===== src/rtl/fpsc_pkg.sv =====
package fpsc_pkg;

    localparam int WORD_W    = 32;
    localparam int NUM_EXC   = 5;
    localparam int RND_W     = 2;
    localparam int RND_FLD_W = RND_W + 1;
    localparam int RND_LSB   = 0;
    localparam int TRAP_LSB  = 5;
    localparam int FLAG_LSB  = 10;
    localparam int COND_BIT  = 29;

    typedef enum logic [RND_W-1:0] {
        RND_NEAR_EVEN = 2'd0,
        RND_TO_ZERO   = 2'd1,
        RND_UP        = 2'd2,
        RND_DOWN      = 2'd3
    } rnd_mode_e;

    typedef enum logic [1:0] {
        REL_LESS    = 2'd0,
        REL_EQUAL   = 2'd1,
        REL_GREATER = 2'd2,
        REL_UNORD   = 2'd3
    } cmp_rel_e;

    typedef struct packed {
        logic inexact;
        logic underflow;
        logic overflow;
        logic divzero;
        logic invalid;
    } exc_t;

    typedef struct packed {
        logic       inc_less;
        logic       inc_equal;
        logic       inc_unord;
    } cmp_pred_t;

    function automatic logic rnd_code_legal(input logic [RND_FLD_W-1:0] code);
        return (code[RND_FLD_W-1] == 1'b0);
    endfunction

    function automatic logic pred_holds(input cmp_rel_e rel, input cmp_pred_t pred);
        logic r;
        r = 1'b0;
        case (rel)
            REL_LESS:    r = pred.inc_less;
            REL_EQUAL:   r = pred.inc_equal;
            REL_UNORD:   r = pred.inc_unord;
            default:     r = 1'b0;
        endcase
        return r;
    endfunction

    function automatic logic [WORD_W-1:0] pack_word(
        input rnd_mode_e       mode,
        input logic [NUM_EXC-1:0] trap,
        input exc_t            flags,
        input logic            cond
    );
        logic [WORD_W-1:0] w;
        w = '0;
        w[RND_LSB +: RND_W]     = mode;
        w[TRAP_LSB +: NUM_EXC]  = trap;
        w[FLAG_LSB +: NUM_EXC]  = flags;
        w[COND_BIT]             = cond;
        return w;
    endfunction

endpackage


===== src/rtl/fpsc_round_trap.sv =====
module fpsc_round_trap
    import fpsc_pkg::*;
(
    input  logic                 clk,
    input  logic                 rst,
    input  logic                 wr_en,
    input  logic [RND_FLD_W-1:0] wr_rnd,
    input  logic [NUM_EXC-1:0]   wr_trap,
    output rnd_mode_e            mode_q,
    output logic [NUM_EXC-1:0]   trap_q,
    output logic                 err_q
);

    logic      legal;
    logic      mode_chg;
    rnd_mode_e mode_new;

    always_comb begin
        legal    = rnd_code_legal(wr_rnd);
        mode_new = rnd_mode_e'(wr_rnd[RND_W-1:0]);
        mode_chg = wr_en && legal && (mode_new != mode_q);
    end

    always_ff @(posedge clk) begin
        if (rst) begin
            mode_q <= RND_NEAR_EVEN;
            trap_q <= '0;
            err_q  <= 1'b0;
        end else begin
            if (mode_chg) begin
                mode_q <= mode_new;
            end
            if (wr_en) begin
                trap_q <= wr_trap;
            end
            err_q <= wr_en && !legal;
        end
    end

    p_mode_hold_idle_r5: assert property (@(posedge clk) disable iff (rst)
        !wr_en |=> $stable(mode_q));

    p_mode_hold_bad_r4: assert property (@(posedge clk) disable iff (rst)
        (wr_en && wr_rnd[RND_FLD_W-1]) |=> $stable(mode_q));

    p_err_cause_r4: assert property (@(posedge clk) disable iff (rst)
        err_q |-> $past(wr_en && wr_rnd[RND_FLD_W-1]));

endmodule


===== src/rtl/fpsc_sticky.sv =====
module fpsc_sticky
    import fpsc_pkg::*;
(
    input  logic clk,
    input  logic rst,
    input  logic reload,
    input  exc_t reload_val,
    input  exc_t evt,
    output exc_t flags_q
);

    exc_t base;

    always_comb begin
        base = reload ? reload_val : flags_q;
    end

    always_ff @(posedge clk) begin
        if (rst) begin
            flags_q <= '0;
        end else begin
            flags_q <= base | evt;
        end
    end

    p_sticky_keep_r6: assert property (@(posedge clk) disable iff (rst)
        !reload |=> ((flags_q & $past(flags_q)) == $past(flags_q)));

    p_event_lands_r6: assert property (@(posedge clk) disable iff (rst)
        (evt != '0) |=> ((flags_q & $past(evt)) == $past(evt)));

    p_reload_bound_r7: assert property (@(posedge clk) disable iff (rst)
        reload |=> ((flags_q & ~($past(reload_val) | $past(evt))) == '0));

endmodule


===== src/rtl/fpsc_cond.sv =====
module fpsc_cond
    import fpsc_pkg::*;
(
    input  logic      clk,
    input  logic      rst,
    input  logic      cmp_valid,
    input  cmp_rel_e  rel,
    input  cmp_pred_t pred,
    output logic      cond_q
);

    always_ff @(posedge clk) begin
        if (rst) begin
            cond_q <= 1'b0;
        end else if (cmp_valid) begin
            cond_q <= pred_holds(rel, pred);
        end
    end

    p_cond_hold_r10: assert property (@(posedge clk) disable iff (rst)
        !cmp_valid |=> $stable(cond_q));

    p_cond_never_r10: assert property (@(posedge clk) disable iff (rst)
        (cmp_valid && pred == '0) |=> !cond_q);

    p_cond_greater_r10: assert property (@(posedge clk) disable iff (rst)
        (cmp_valid && rel == REL_GREATER) |=> !cond_q);

endmodule


===== src/rtl/fp_status_ctrl.sv =====
module fp_status_ctrl
    import fpsc_pkg::*;
(
    input  logic              clk,
    input  logic              rst,
    input  logic              wr_en,
    input  logic [WORD_W-1:0] wr_data,
    output logic [WORD_W-1:0] rd_data,
    input  logic [NUM_EXC-1:0] exc_evt,
    input  logic              cmp_valid,
    input  logic [1:0]        cmp_rel,
    input  logic [2:0]        cmp_pred,
    output logic [RND_W-1:0]  rnd_mode,
    output logic              rnd_err
);

    rnd_mode_e            mode_q;
    logic [NUM_EXC-1:0]   trap_q;
    exc_t                 flags_q;
    logic                 cond_q;
    logic [RND_FLD_W-1:0] wr_rnd;
    logic [NUM_EXC-1:0]   wr_trap;

    always_comb begin
        wr_rnd  = wr_data[RND_LSB +: RND_FLD_W];
        wr_trap = wr_data[TRAP_LSB +: NUM_EXC];
    end

    fpsc_round_trap u_round_trap (
        .clk     (clk),
        .rst     (rst),
        .wr_en   (wr_en),
        .wr_rnd  (wr_rnd),
        .wr_trap (wr_trap),
        .mode_q  (mode_q),
        .trap_q  (trap_q),
        .err_q   (rnd_err)
    );

    fpsc_sticky u_sticky (
        .clk        (clk),
        .rst        (rst),
        .reload     (wr_en),
        .reload_val (exc_t'(wr_trap)),
        .evt        (exc_t'(exc_evt)),
        .flags_q    (flags_q)
    );

    fpsc_cond u_cond (
        .clk       (clk),
        .rst       (rst),
        .cmp_valid (cmp_valid),
        .rel       (cmp_rel_e'(cmp_rel)),
        .pred      (cmp_pred_t'(cmp_pred)),
        .cond_q    (cond_q)
    );

    always_comb begin
        rnd_mode = mode_q;
        rd_data  = pack_word(mode_q, trap_q, flags_q, cond_q);
    end

    p_reserved_zero_r2: assert property (@(posedge clk) disable iff (rst)
        (rd_data[31:30] == 2'b00) && (rd_data[28:15] == '0) && (rd_data[4:2] == 3'b000));

    p_cond_ignores_write_r2: assert property (@(posedge clk) disable iff (rst)
        (wr_en && !cmp_valid) |=> $stable(rd_data[COND_BIT]));

endmodule


===== config.mk =====
export PLATFORM = sky130hd
export DESIGN_NAME = fp_status_ctrl
export DESIGN_NICKNAME = d
export VERILOG_FILES = /design/src/rtl/fpsc_pkg.sv /design/src/rtl/fpsc_round_trap.sv /design/src/rtl/fpsc_sticky.sv /design/src/rtl/fpsc_cond.sv /design/src/rtl/fp_status_ctrl.sv
export SDC_FILE = /design/constraint.sdc
export NUM_CORES = 1
export LEC_CHECK = 0
export BUFFER_PORTS_ARGS = -buffer_cell sky130_fd_sc_hd__buf_2
export CAP_MARGIN = 20
export CORE_MARGIN = 4
export CORE_UTILIZATION = 32
export CTS_CLUSTER_DIAMETER = 40
export CTS_CLUSTER_SIZE = 40
export DETAILED_ROUTE_END_ITERATION = 8
export PLACE_DENSITY_LB_ADDON = 0.3
export SLEW_MARGIN = 20
export SYNTH_ARGS = -nofsm -noshare
export SYNTH_HDL_FRONTEND = slang
export SYNTH_SLANG_ARGS = --single-unit

===== constraint.sdc =====
create_clock -name clk -period 0.8 [get_ports clk]
set_input_delay 0 -clock clk [delete_from_list [all_inputs] [get_ports clk]]
set_output_delay 0 -clock clk [all_outputs]
set_load 0.005 [all_outputs]

==> results of run 1 <==
## cells in the final DEF, fill, tap and decap left out
| cell | synthesis | routed |
|---|---|---|
| inv_2 | 1 | 1 |
| nor3_2 | 1 | 1 |
| dfxtp_2 | 0 | 1 |
| a21oi_1 | 17 | 16 |
| nor2b_2 | 0 | 1 |
| dlygate4sd3_1 | 0 | 13 |
| nand2_1 | 13 | 13 |
| o21ai_0 | 2 | 1 |
| dfxtp_1 | 14 | 13 |
| clkbuf_4 | 0 | 3 |
| conb_1 | 1 | 19 |
| a21oi_2 | 0 | 1 |
| buf_2 | 1 | 36 |
| mux2i_1 | 1 | 1 |
| o21ai_1 | 0 | 1 |
| o211a_1 | 1 | 1 |
| nand3_1 | 1 | 1 |
| nor2_1 | 2 | 2 |
## power groups by stage
stage	Combinational, mW	Clock (mW)	Sequential [mW]
final	0.267	0.376	0.759
after floorplan	0.182	0	0.780
after global placement	0.209	0	0.773
after CTS	0.263	0.394	0.759
after detailed placement	0.214	0	0.775
after global routing	0.302	0.425	0.765
## layer usage
metal / vias up / routed length [um] / global-route usage [%]
li1: 311 / - / -
met5: - / 0 / 0
met2: 37 / 795 / 20.0
met3: 2 / 176 / 3.32
met4: 0 / 19 / 3.83
met1: 262 / 601 / 11.4
## repair_timing
item / CTS / global route
hold buffers: 13 / 0
endpoints found under the setup margin: 0 / 4
endpoints found under the hold margin: 13 / 0
resized for setup: 0 / 4
## cell type report
| cell class | count | area, um2 |
|---|---|---|
| flip-flops and latches | 14 | 282 |
| clock buffers | 3 | 22.5 |
| inverters | 1 | 3.75 |
| repair buffers | 49 | 310 |
| well taps | 27 | 33.8 |
| multi-input cells | 58 | 270 |
| fillers | 214 | 1060 |
## how the worst max path moves through the flow
| stage | start | to | slack, ns | cells after the start |
|---|---|---|---|---|
| 3_5_place_dp | wr_en | u_round_trap.mode_q[0]$_SDFFE_PP0P_ | 0.1 | 4 |
| 6_report | u_round_trap.mode_q[0]$_SDFFE_PP0P_ | rnd_mode[0] | 0.06 | 1 |
| 3_3_place_gp | wr_en | u_round_trap.mode_q[0]$_SDFFE_PP0P_ | 0.11 | 4 |
| 4_1_cts | wr_data[2] | u_round_trap.mode_q[0]$_SDFFE_PP0P_ | 0.02 | 5 |
| 5_1_grt | u_round_trap.mode_q[0]$_SDFFE_PP0P_ | rnd_mode[0] | 0.02 | 1 |
| 2_1_floorplan | u_sticky.flags_q[2]$_SDFF_PP0_ | u_sticky.flags_q[2]$_SDFF_PP0_ | 0.19 | 2 |
## per-stage QoR
step                      hold WS, ns  setup WS [ns]  util, %
after floorplan                0.0691          0.190        -
after global placement          0.243          0.113     38.7
after detailed placement        0.248         0.0977     38.7
after CTS                     0.00223         0.0155     46.4
after global routing          0.00242         0.0151     46.5
final                         0.00766         0.0610     46.5
## cells by family (layout without fill, tap and decap cells)
kind of cell,count (synthesis),after routing
buf+inv,26,53
compound gates,20,20
simple gates,18,18
other cells,1,19
flops,14,14
mux,1,1
## flip-flops by register name, summed over array words and instances (netlist names)
signal	flops
u_round_trap.trap_q	5
u_sticky.flags_q	5
u_round_trap.mode_q	2
u_cond.cond_q	1
u_round_trap.err_q	1
==> metrics.cfg, run 1 <==
[sta]
maxSlewViolCount=0
period_minus_slack_ns=0.739
setup_viol=0
max_freq_mhz=1350
skew_ns=0
hold_viol=0
period_share_pct=92.4
rsz0062_at_grt=false
setup_tns_ns=0

[global_routing]
grt_use_total_pct=10.8
grt_max_degree=15
grt_antenna_before_repair=0
overflow=0
first_global_vias=567
grt_pass1_wl_mm=2.26

[pwr]
power.internal_mw=1.05
p_comb_share_pct=19.0
p_per_area_nw_per_um2=1520
design_power_total_mw=1.40
p_sw_uw=348
clockPowerShare_pct=26.8
p_seq_share_pct=54.1
power_leakage_nw=0.482
sw_frac_of_total_pct=24.8
peakVddDrop_v=0.000988

[floorplan]
die_x_um=53.9
rows=16
dieArea_um2=2900
ios=81
die_height_um=53.9
coreArea_um2=1980
initial_core_util_pct=34.0

[logic_synthesis]
seq_area_frac_synth_pct=41.6
synth_adder_area_share_pct=0
yosysMostFrequentCell=buf_4
synth_common_cells=buf_4, a21oi_1, dfxtp_1
synth-simple-area-share_pct=11.5
synth_top_family_by_area=buffers and inverters
syn_inst=80
ys.warnings.count=0
yosys-mux-area-fraction_pct=1.49
synth_top_flop_cell=dfxtp_1
yosys.cell_types.count=15
synth_xor_area_share_pct=0
synth_top_area_share_pct=41.6
synth-compound-area-share_pct=15.6
ys_ff_latch=14
synth_edf_count=0
synth_area_per_cell_um2=8.41
yosys.area.top_type=dfxtp_1
ys_async_sr_fraction_pct=0
syn_area_um2=673
synth_area_leaders=dfxtp_1, buf_4, a21oi_1, nand2_1, buf_6

[clock_network]
cts_sinks=14
postCtsSetupBuffers=0
clk_latency_ns=0.27
cts.clk_slew.worst_paths_ns=0.08
htree_levels=1
cts_buffers=3
clockBufferDepth=2
root_buffer=clkbuf_4
cts_tree=done

[place]
hpwlAfterDp_mm=1.15
placed_cells=137
place.gp.congestion=0.652
placed_cell_area_um2=767
portBuffers=37

[hold_path]
hold_depth=3
hold_start=wr_data[6]
hold_class=input port to register
hold_path_end=u_round_trap.trap_q[1]$_SDFFE_PP0P_

[layout]
drive_gt1_share_pct=35.2
finalInstanceArea_um2=922
layout.nets=173
layoutNonFillerInstCount=152
area_growth_pct=37.0
diodes=0

[setup_path]
crit_buf_inv=1
required_ns=0.80
reg2regPathDepth=2
regToRegSetupSlack_ns=0.15
criticalPathCategory=register to output pin
slowest_stage=dfxtp_1
rr_startpoint=u_sticky.flags_q[0]$_SDFF_PP0_
worstPathMaxFanout=3
worstPathArrival_ns=0.74
crit_chain=buf_2
crit_family=flip-flops
start_kind=register
endpoint_kind=output pin
r2r_end=u_sticky.flags_q[0]$_SDFF_PP0_
max_stage_delay_ns=0.35

[outcome]
status=complete, no violations

[drt]
antenna_left=0
vias=612
firstDrtPassIters=4
wl_mm=1.59
post_drt_wl_per_cell_um=10.5
drt_drc_violations_left=0
initialDrtViolationCount=2
vias_per_cell=4.03

[job]
cap_violations=0

Power figures use the tool's default switching activity.
==> run 2, diff against run 1 <==
--- a/config.mk
+++ b/config.mk
@@ -7,12 +7,15 @@
 export LEC_CHECK = 0
 export BUFFER_PORTS_ARGS = -buffer_cell sky130_fd_sc_hd__buf_2
 export CAP_MARGIN = 20
+export CELL_PAD_IN_SITES_DETAIL_PLACEMENT = 0
+export CELL_PAD_IN_SITES_GLOBAL_PLACEMENT = 1
 export CORE_MARGIN = 4
-export CORE_UTILIZATION = 32
+export CORE_UTILIZATION = 20
 export CTS_CLUSTER_DIAMETER = 40
 export CTS_CLUSTER_SIZE = 40
 export DETAILED_ROUTE_END_ITERATION = 8
 export PLACE_DENSITY_LB_ADDON = 0.3
+export SKIP_LAST_GASP = 1
 export SLEW_MARGIN = 20
 export SYNTH_ARGS = -nofsm -noshare
 export SYNTH_HDL_FRONTEND = slang
==> constraint.sdc (replaced) <==
create_clock -name clk -period 0.8 [get_ports clk]
set_input_delay 0 -clock clk [delete_from_list [all_inputs] [get_ports clk]]
set_output_delay 0 -clock clk [all_outputs]
set_load 0.01 [all_outputs]
==> run 2 against run 1 <==
Worst hold slack improved by 0.035 ns; power increased by 4.3%; wire length rose by 13%; highest routed layer is now met3; cell area rose by 5.8%.
==> metrics.cfg, run 2 (synthesis gave the netlist of run 1 again) <==
[setup_path]
start_kind=register  ; unchanged
path_depth=1  ; unchanged
worstPathMaxFanout=2  ; was 3
reg2regPathDepth=2  ; unchanged
max_stage_delay_ns=0.33  ; was 0.35 ns
endpoint_kind=output pin  ; unchanged
crit_chain=buf_2  ; unchanged
required_ns=0.80  ; about the same
criticalPathCategory=register to output pin  ; unchanged
crit_family=flip-flops  ; unchanged
crit_buf_inv=1  ; unchanged
rr_startpoint=u_sticky.flags_q[4]$_SDFF_PP0_  ; was u_sticky.flags_q[0]$_SDFF_PP0_
crit_start=u_round_trap.trap_q[0]$_SDFFE_PP0P_  ; was u_round_trap.mode_q[0]$_SDFFE_PP0P_
worstPathArrival_ns=0.74  ; about the same
slowest_stage=dfxtp_1  ; unchanged

[sta]
setup_viol=0  ; unchanged
max_freq_mhz=1360  ; was 1350 MHz
rsz0062_at_grt=false  ; unchanged
skew_ns=0  ; unchanged
period_minus_slack_ns=0.736  ; was 0.739 ns
maxSlewViolCount=0  ; unchanged
setup_tns_ns=0  ; unchanged
hold_viol=0  ; unchanged
period_share_pct=92.1  ; was 92.4%
hold_slack_ns=0.0429  ; was 0.00766 ns

[layout]
layoutNonFillerInstCount=173  ; was 152
final_cell_mix=buf_2, conb_1, a21oi_1  ; unchanged
top_regs=u_round_trap.trap_q: 5 flops, u_sticky.flags_q: 5 flops, u_round_trap.mode_q: 2 flops  ; unchanged
diodes=0  ; unchanged
area_growth_pct=45.0  ; was 37.0%
finalInstanceArea_um2=976  ; was 922 um2
layout.nets=177  ; was 173
final_common_cell=buf_2  ; unchanged
drive_gt1_share_pct=38.0  ; was 35.2%
nFillCells=348  ; was 214

[drt]
firstDrtPassIters=4  ; unchanged
vias_per_cell=3.65  ; was 4.03
initialDrtViolationCount=7  ; was 2
antenna_left=0  ; unchanged
drt_drc_violations_left=0  ; unchanged
vias=632  ; was 612
wl_mm=1.79  ; was 1.59 mm
post_drt_wl_per_cell_um=10.4  ; was 10.5 um

[place]
place.gp.congestion=0.600  ; was 0.652
portBuffers=37  ; unchanged
placed_cells=155  ; was 137
hpwlAfterDp_mm=1.32  ; was 1.15 mm
placed_cell_area_um2=796  ; was 767 um2

[clock_network]
cts_tree=done  ; unchanged
postCtsSetupBuffers=0  ; unchanged
cts.clk_slew.worst_paths_ns=0.08  ; about the same
htree_levels=1  ; unchanged
cts_buffers=3  ; unchanged
clk_latency_ns=0.27  ; about the same
clockBufferDepth=2  ; unchanged
cts_sinks=14  ; unchanged
root_buffer=clkbuf_4  ; unchanged

[floorplan]
dieArea_um2=4360  ; was 2900 um2
ios=81  ; unchanged
die_x_um=66.0  ; was 53.9 um
coreArea_um2=3130  ; was 1980 um2
die_height_um=66.0  ; was 53.9 um
rows=20  ; was 16
initial_core_util_pct=21.5  ; was 34.0%

[hold_path]
hold_class=input port to register  ; unchanged
hold_depth=4  ; was 3
hold_start=wr_data[2]  ; was wr_data[6]

[global_routing]
grt_max_degree=15  ; unchanged
grt_antenna_before_repair=0  ; unchanged
grt_pass1_wl_mm=2.84  ; was 2.26 mm
overflow=0  ; unchanged
first_global_vias=650  ; was 567
grt_use_total_pct=8.55  ; was 10.8%

[pwr]
p_comb_share_pct=21.7  ; was 19.0%
sw_frac_of_total_pct=27.0  ; was 24.8%
power_leakage_nw=0.499  ; was 0.482 nW
clockPowerShare_pct=26.2  ; was 26.8%
power.internal_mw=1.07  ; was 1.05 mW
p_per_area_nw_per_um2=1500  ; was 1520 nW/um2
peakVddDrop_v=0.000749  ; was 0.000988 V
p_seq_share_pct=52.1  ; was 54.1%
p_sw_uw=395  ; was 348 uW

[job]
cap_violations=0  ; unchanged

[outcome]
status=complete, no violations  ; unchanged

## run 2: metrics by stage
step                      power (mW)  util [%]  worst slack [ns]
final                           1.46      31.2            0.0635
after global routing            1.58      31.2           0.00109
after global placement          1.03      25.4             0.161
after CTS                       1.49      30.6            0.0138
after detailed placement        1.04      25.4             0.139
after floorplan                 1.00         -             0.149
## run 2: layout make-up
cell class	instances	area (um2)	share of cell area (%)
sequential	14	288	29.5
clock buffer	3	22.5	2.31
timing repair buffer	53	343	35.1
tap	44	55.1	5.64
multi-input combinational	58	264	27.1
inverter	1	3.75	0.385
## run 2: worst paths after layout
kind / end / slack, ns
setup / recovery: rd_data[5] / 0.06
setup reg to reg: u_sticky.flags_q[4]$_SDFF_PP0_ / 0.14
hold reg to reg: u_round_trap.trap_q[4]$_SDFFE_PP0P_ / 0.46
hold / removal: u_round_trap.mode_q[0]$_SDFFE_PP0P_ / 0.04
## run 2: power by group through the flow
stage | Combinational [mW] | Sequential [mW] | Clock [mW]
after global placement | 0.257 | 0.774 | 0
after detailed placement | 0.262 | 0.776 | 0
final | 0.317 | 0.762 | 0.383
after CTS | 0.315 | 0.760 | 0.415
after global routing | 0.357 | 0.770 | 0.452
after floorplan | 0.206 | 0.795 | 0
## run 2: routing by layer
layer | share of wire (%) | vias to the layer above | GRT usage (%)
li1 | - | 318 | -
met1 | 36 | 287 | 7.68
met2 | 57 | 27 | 17.8
met3 | 6.3 | 0 | 2.21
met4 | 0 | 0 | 3.05
met5 | 0 | - | 0
## run 2: timing repair
action                     in CTS  in global routing
hold endpoints to repair       12                  1
resized for setup               0                  6
setup endpoints to repair       0                  8
hold buffers                   14                  1
